--- config.mk ---
export PLATFORM = sky130hd
export DESIGN_NAME = cdb_lun_patcher
export DESIGN_NICKNAME = d
export VERILOG_FILES = /design/src/rtl/lunp_pkg.sv /design/src/rtl/lunp_capture.sv /design/src/rtl/lunp_cdb_buf.sv /design/src/rtl/lunp_ua.sv /design/src/rtl/cdb_lun_patcher.sv
export SDC_FILE = /design/constraint.sdc
export NUM_CORES = 1
export LEC_CHECK = 0
export ABC_CLOCK_PERIOD_IN_PS = 5600
export BUFFER_PORTS_ARGS = -buffer_cell sky130_fd_sc_hd__buf_2
export CAP_MARGIN = 25
export CORE_MARGIN = 5
export CORE_UTILIZATION = 56
export CTS_BUF_LIST = sky130_fd_sc_hd__clkbuf_4
export CTS_CLUSTER_DIAMETER = 200
export CTS_CLUSTER_SIZE = 20
export DETAILED_ROUTE_END_ITERATION = 8
export MAX_ROUTING_LAYER = met4
export PLACE_DENSITY = 0.88
export SLEW_MARGIN = 20
export SYNTH_ARGS = -nofsm -noshare
export SYNTH_HDL_FRONTEND = slang
export SYNTH_SLANG_ARGS = --single-unit
--- constraint.sdc ---
create_clock -name clk -period 5.6 [get_ports clk]
set_input_delay 0.84 -clock clk [delete_from_list [all_inputs] [get_ports clk]]
set_output_delay 0.84 -clock clk [all_outputs]
set_load 0.1 [all_outputs]
--- src/rtl/lunp_pkg.sv ---
package lunp_pkg;
  typedef enum logic [1:0] {
    PH_NONE  = 2'b00,
    PH_MSGO  = 2'b01,
    PH_CMD   = 2'b10,
    PH_OTHER = 2'b11
  } phase_e;

  localparam logic [7:0] UA_ASC  = 8'h29;
  localparam logic [7:0] UA_ASCQ = 8'h02;

  function automatic logic is_identify(input logic [7:0] b);
    return b[7] & ~b[5];
  endfunction
endpackage

--- src/rtl/lunp_capture.sv ---
module lunp_capture
  import lunp_pkg::*;
(
  input  logic       clk,
  input  logic       rst,
  input  logic       sel_start,
  input  logic       msg_fire,
  input  logic [7:0] msg_byte,
  output logic       lun_vld,
  output logic [2:0] lun_val
);
  always_ff @(posedge clk) begin
    if (rst || sel_start) begin
      lun_vld <= 1'b0;
      lun_val <= '0;
    end else if (msg_fire && is_identify(msg_byte)) begin
      lun_vld <= 1'b1;
      lun_val <= msg_byte[2:0];
    end
  end
endmodule

--- src/rtl/lunp_cdb_buf.sv ---
module lunp_cdb_buf #(
  parameter int MAX_CDB = 12,
  parameter int LENW    = $clog2(MAX_CDB + 1)
) (
  input  logic               clk,
  input  logic               rst,
  input  logic               sel_start,
  input  logic               cmd_fire,
  input  logic [7:0]         cmd_byte,
  input  logic [LENW-1:0]    cmd_len,
  input  logic               lun_vld,
  input  logic [2:0]         lun_val,
  output logic [8*MAX_CDB-1:0] cdb_flat,
  output logic               done
);
  logic [7:0]      mem [MAX_CDB];
  logic [LENW-1:0] cnt;
  logic            last;

  // final byte when the count reaches the requested length or the storage end
  assign last = ((cnt + LENW'(1)) == cmd_len) || (cnt == LENW'(MAX_CDB - 1));

  always_ff @(posedge clk) begin
    if (rst || sel_start) begin
      cnt  <= '0;
      done <= 1'b0;
      for (int i = 0; i < MAX_CDB; i++) mem[i] <= '0;
    end else begin
      done <= 1'b0;
      if (cmd_fire) begin
        for (int i = 0; i < MAX_CDB; i++)
          if (cnt == LENW'(i)) mem[i] <= cmd_byte;
        if (last) begin
          cnt  <= '0;
          done <= 1'b1;
          if (lun_vld) mem[1][7:5] <= lun_val;
        end else begin
          cnt <= cnt + LENW'(1);
        end
      end
    end
  end

  for (genvar g = 0; g < MAX_CDB; g++) begin : g_flat
    assign cdb_flat[8*g +: 8] = mem[g];
  end
endmodule

--- src/rtl/lunp_ua.sv ---
module lunp_ua #(
  parameter int N_TGT = 8
) (
  input  logic             clk,
  input  logic             rst,
  input  logic             bus_rst,
  input  logic [N_TGT-1:0] ua_ack,
  output logic [N_TGT-1:0] ua_pend
);
  for (genvar t = 0; t < N_TGT; t++) begin : g_tgt
    always_ff @(posedge clk) begin
      if (rst)            ua_pend[t] <= 1'b0;
      else if (bus_rst)   ua_pend[t] <= 1'b1;
      else if (ua_ack[t]) ua_pend[t] <= 1'b0;
    end
  end
endmodule

--- src/rtl/cdb_lun_patcher.sv ---
module cdb_lun_patcher
  import lunp_pkg::*;
#(
  parameter int MAX_CDB = 12,
  parameter int N_TGT   = 8,
  localparam int LENW   = $clog2(MAX_CDB + 1),
  localparam int CDBW   = 8 * MAX_CDB
) (
  input  logic            clk,
  input  logic            rst,
  input  logic            in_valid,
  output logic            in_ready,
  input  logic [7:0]      in_data,
  input  logic [1:0]      in_phase,
  input  logic            sel_start,
  input  logic            bus_rst,
  input  logic [LENW-1:0] cmd_len,
  output logic [CDBW-1:0] cdb_o,
  output logic            cmd_rdy,
  input  logic [N_TGT-1:0] ua_ack,
  output logic [N_TGT-1:0] ua_pend,
  output logic [15:0]     ua_code
);
  logic fire, msg_fire, cmd_fire;
  logic lun_vld;
  logic [2:0] lun_val;

  assign in_ready = ~cmd_rdy;
  assign fire     = in_valid & in_ready;
  assign msg_fire = fire && (phase_e'(in_phase) == PH_MSGO);
  assign cmd_fire = fire && (phase_e'(in_phase) == PH_CMD);

  lunp_capture u_cap (
    .clk(clk), .rst(rst), .sel_start(sel_start),
    .msg_fire(msg_fire), .msg_byte(in_data),
    .lun_vld(lun_vld), .lun_val(lun_val)
  );

  lunp_cdb_buf #(.MAX_CDB(MAX_CDB), .LENW(LENW)) u_buf (
    .clk(clk), .rst(rst), .sel_start(sel_start),
    .cmd_fire(cmd_fire), .cmd_byte(in_data), .cmd_len(cmd_len),
    .lun_vld(lun_vld), .lun_val(lun_val),
    .cdb_flat(cdb_o), .done(cmd_rdy)
  );

  lunp_ua #(.N_TGT(N_TGT)) u_ua (
    .clk(clk), .rst(rst), .bus_rst(bus_rst),
    .ua_ack(ua_ack), .ua_pend(ua_pend)
  );

  assign ua_code = (|ua_pend) ? {UA_ASC, UA_ASCQ} : 16'h0000;
endmodule

# Word level (Yosys, flattened, before mapping)
# Memory sizes are Yosys's and may differ from the RTL's.
# Cells that the tools add are included.
[totals]
regBits = 17
latchBits = 0
mem_bits_rw = 96
rom_bits = 0
inputBits = 27
output_inout_bits = 122
elab_cells = 149
n_memories = 1
[op_classes]
n_addsub = 1
n_mul = 0
n_div = 0
magnitude_cmp = 0
n_eq_ne = 14
n_shift = 0
muxes = 87
n_bitwise = 18
n_reduce_logical = 16
[mem_list]
columns = ["name", "words", "width", "rd", "rd_ports_with_merged_regs", "wr", "line", "text"]
rows = [
  ["u_buf.mem", 12, 8, 12, 0, 12, "lunp_cdb_buf.sv:16", "logic [7:0] mem [MAX_CDB];"],
]
[ops]
columns = ["operator", "count"]
rows = [
  ["8-bit 2-to-1 mux", 12],
  ["1-bit 2-to-1 mux", 72],
  ["4-bit by 3-bit equality test with 1-bit output (second input constant)", 4],
  ["4-bit equality test (second input constant)", 4],
  ["2-bit nonzero test", 8],
  ["14-bit 2-to-1 mux", 1],
  ["1-bit bitwise OR", 13],
  ["4-bit by 2-bit equality test with 1-bit output (second input constant)", 2],
  ["8-bit OR reduction", 1],
  ["4-bit by 1-bit adder with 4-bit output (second input constant)", 1],
  ["4-bit by 1-bit equality test with 1-bit output (second input constant)", 1],
  ["4-bit equality test", 1],
  ["4-bit zero test", 1],
  ["4-bit 2-to-1 mux", 1],
  ["1-bit logical AND", 3],
  ["3-bit 2-to-1 mux", 1],
  ["1-bit inverter", 3],
  ["1-bit bitwise AND", 2],
  ["2-bit by 1-bit equality test with 1-bit output (second input constant)", 1],
  ["2-bit equality test (second input constant)", 1],
  ["1-bit logical OR", 2],
  ["2-bit OR reduction", 1],
]

# Logic depth before layout (Yosys ltp)
[depth]
ltp_word = 8
depth_mapped = 7
ltp_nobuf = 7

# Hierarchy
# From an unflattened synthesis, not the netlist that was laid out.
[hier_totals]
hier_cells = 348
hier_area_um2 = 4606.9
[by_module_without_submodules]
columns = ["mod", "n_inst", "cells_each", "area_each_um2", "seq_area_each_um2"]
rows = [
  ["lunp_cdb_buf", 1, 284, 3896.2, 2982.9],
  ["lunp_ua", 1, 26, 355.3, 160.2],
  ["lunp_capture", 1, 16, 193.9, 80.1],
  ["cdb_lun_patcher", 1, 22, 161.4, 0.0],
]

# Worst setup path before layout
# No wires, ideal clock.
[synth_path]
path_type = "register to output"
start = "register u_ua.ua_pend[7]"
end = "output ua_code[11]"
t_arrival_ns = 2.266
required_ns = 4.760
slack_ns = 2.494
path_stages_with_launch = 4
n_path_buf = 1
cell_sequence = "dfxtp_1 > nor4_1 > nand2_1 > buf_4"
[synth_via]
elab_chain_cells = 2
[synth_rtl]
columns = ["item", "line", "text"]
rows = [
  ["start, declared", "lunp_ua.sv:8", "output logic [N_TGT-1:0] ua_pend"],
  ["start signal, assigned by index", "lunp_ua.sv:12", "if (rst) ua_pend[t] <= 1'b0;"],
  ["start signal, assigned by index", "lunp_ua.sv:13", "else if (bus_rst) ua_pend[t] <= 1'b1;"],
  ["start signal, assigned by index", "lunp_ua.sv:14", "else if (ua_ack[t]) ua_pend[t] <= 1'b0;"],
  ["8-bit OR reduction", "cdb_lun_patcher.sv:51", "assign ua_code = (|ua_pend) ? {UA_ASC, UA_ASCQ} : 16'h0000;"],
  ["14-bit 2-to-1 mux", "cdb_lun_patcher.sv:51", ""],
  ["end, declared", "cdb_lun_patcher.sv:22", "output logic [15:0] ua_code"],
]
# No other way between the ends.

# Worst setup path in the final report
[layout_path]
start = "register u_ua.ua_pend[1]"
end = "output ua_code[11]"
# Same word-level chain as after synthesis.

==> impl_metrics.toml <==
[pwr]
ir_worst_vdd_uv = 167
cellLeakagePower_nw = 2.45
power_density_mw_per_mm2 = 367

[worst_setup_path]
end_kind = "primary output"
startpoint_type = "register"
worstPathRequired_ps = 4760
cp_max_fo = 4
r2r_slack_ps = 3280
critPathArrivalTime_ps = 1560
rr_endpoint = "u_buf.mem[0][15]"
crit_type = "register to primary output"
r2r-start = "u_buf.cnt[0]"
reg2reg_depth = 7

[grt]
overflow = 0
grt_pass1_vias = 3113
grt_pass1_wl_um = 15800
antenna_found_initial = 0
gr-usage-all-layers_pct = 21.5
grt_start_max_net_pins = 22

[cts]
cts_hold_buffers = 0
clock_sinks = 113
clockBufferDepth = 2
cts_tree = "built"
cts_resized = 0
cts_buffers = 17
postCtsSetupBuffers = 0
clk_pin_slew_ps = 100
clock_latency_ps = 480
cts-root-buf = "clkbuf_4"
h-tree-depth = 4

[floorplanning]
placement_rows = 32
die_w_um = 98.8
core-area_mm2 = 0.00769
dieHeight_um = 98.8
dieArea_mm2 = 0.00976
io_pins = 149
initial_core_util_pct = 57.4

[sta]
tns_ps = 0
drv_slew = 0
slew_headroom_pct = 49.6
period_needed_ps = 2400
rsz0062_at_grt = "false"
fin_crit_sh_pct = 42.9
final-hold-violation-count = 0
finalClockSkew_ps = 10.6
fmaxAchievable_mhz = 416
setup_viol = 0
worstMarginPinSlew_ps = 750

[synthesis]
synth_cell_type_count = 32
synth_top_family_by_area = "simple AND/OR/NAND/NOR gates"
ys_seq_area_share_pct = 73.0
synth-seq-cells = 113
synth_edf_count = 96
synthFlopType = "edfxtp_1"
syn-instance-count = 352
synth.largest_area_cell = "edfxtp_1"
syn_avg_cell_area_um2 = 12.5
yosys-top-cells-area = "edfxtp_1 65%, nor2_1 7.7%, dfxtp_1 7.7%"
synth.mux.area_fraction_pct = 1.36
synthArstFlopShare_pct = 0
synth_compound_area_share_pct = 2.35
synth_warnings = 0
synthAdderAreaFrac_pct = 1.13
yosysMostFrequentCell = "edfxtp_1"
yosys-top-cells-count = "96 x edfxtp_1, 91 x nor2_1, 39 x nand2_1"
synth_area_mm2 = 0.00442
synth_top_area_share_pct = 65.3
synth_xor_area_share_pct = 1.33
yosys.area_share.simple_pct = 14.9

[drt]
wire_per_inst_um = 16.2
wirelength_um = 9790
ant_nets = 0
firstDrtPassIters = 5
drc = 0
viasPerCell = 5.16
vias = 3110
drt_iter0_markers = 192

[run_status]
status = "completed"

[placed_design]
dp_hpwl_um = 7250
gp_congestion = 0.796
post_dp_cell_area_mm2 = 0.00510
port_buffers = 136

[layout]
area_growth_pct = 22.0
layout.nets = 519
fill_cells = 556
stdcell_area_mm2 = 0.00539
antennaDiodeCount = 0
drive_gt1_share_pct = 35.3

[hold_path]
min_path_type = "register to register"
hold_end = "u_cap.lun_val[0]"
min_path_cells = 2
hold_start = "u_cap.lun_val[0]"

[job]
max-cap-violations = 0
metrics by stage:
| stage | std cells | hold slack, ps | setup slack (ps) | util [%] | total power (W) |
|---|---|---|---|---|---|
| 2_1_floorplan | 363 | 463 | 2490 | - | 0.00135 |
| 3_5_place_dp | 571 | 487 | 2740 | 66.3 | 0.00140 |
| 3_3_place_gp | 570 | 476 | 2510 | 66.1 | 0.00140 |
| 5_1_grt | 603 | 537 | 3020 | 70.1 | 0.00204 |
| 6_report | 603 | 507 | 3200 | 70.1 | 0.00197 |
| 4_1_cts | 603 | 512 | 3150 | 70.1 | 0.00198 |
cell usage in the layout (no fill, tap or decap), types with 2 or more instances in the layout:
cell,count
a21oi_1,11
buf_2,136
bufinv_16,2
clkbuf_4,17
clkinv_2,2
clkinv_4,4
clkinvlp_4,2
conb_1,12
dfxtp_1,17
edfxtp_1,96
ha_1,4
inv_1,20
inv_6,4
mux2i_1,6
nand2_1,39
nand3_1,10
nor2_1,90
nor3_2,2
nor4_1,3
o21ai_0,3
xnor2_1,3
sequential cells by signal, indices dropped and copies added (netlist names):
| register | count |
|---|---|
| u_cap.lun_val | 3 |
| u_buf.mem | 96 |
| u_buf.cnt | 4 |
| u_buf.done | 1 |
| u_ua.ua_pend | 8 |
| u_cap.lun_vld | 1 |
worst max-delay path, cell delays in order (launching register included):
cell     delay [ps]
dfxtp_1         340
nor4_1          290
nand2_1         130
buf_2           310
where the power goes:
part           total (W)  leakage [nW]  switching (W)  internal (W)
sequential      0.000961          1.21      0.0000141      0.000947
combinational   0.000420          1.09       0.000379     0.0000412
clock           0.000593         0.151       0.000323      0.000270
total            0.00197          2.45       0.000716       0.00126
area by class of cell:
class,instances,area (um^2),area share [%]
Timing Repair Buffer,137,696,12.9
Inverter,20,75.1,1.39
Clock buffer,17,128,2.37
Sequential cell,113,3220,59.9
Clock inverter,15,159,2.95
Tap cell,102,128,2.37
Multi-Input combinational cell,199,977,18.1
cells by family (layout without fill, tap and decap cells):
family / after synthesis / count (layout)
other cells: 1 / 12
simple gates: 155 / 155
fa+ha+maj: 4 / 4
flops: 113 / 113
xor+xnor: 5 / 5
mux: 6 / 6
compound gates: 17 / 17
buf+inv: 51 / 189
worst max path at each step:
stage,endpoint,from,cells past startpoint
floorplan,ua_code[11],u_ua.ua_pend[7],3
global placement,u_buf.mem[0][13],rst,6
detailed placement,u_buf.mem[0][89],in_phase[0],3
CTS,ua_code[11],u_ua.ua_pend[1],3
global route,u_buf.mem[0][14],in_phase[0],6
finish,ua_code[11],u_ua.ua_pend[1],3
layer usage:
metal  GRT usage [%]  vias up  wire [um]
li1                -     1429          -
met1            26.1     1477       3790
met2            35.2      191       4800
met3            6.16       13       1080
met4            6.51        0        114
met5               -        -          0
No activity file was read; power rests on OpenSTA's default activity.
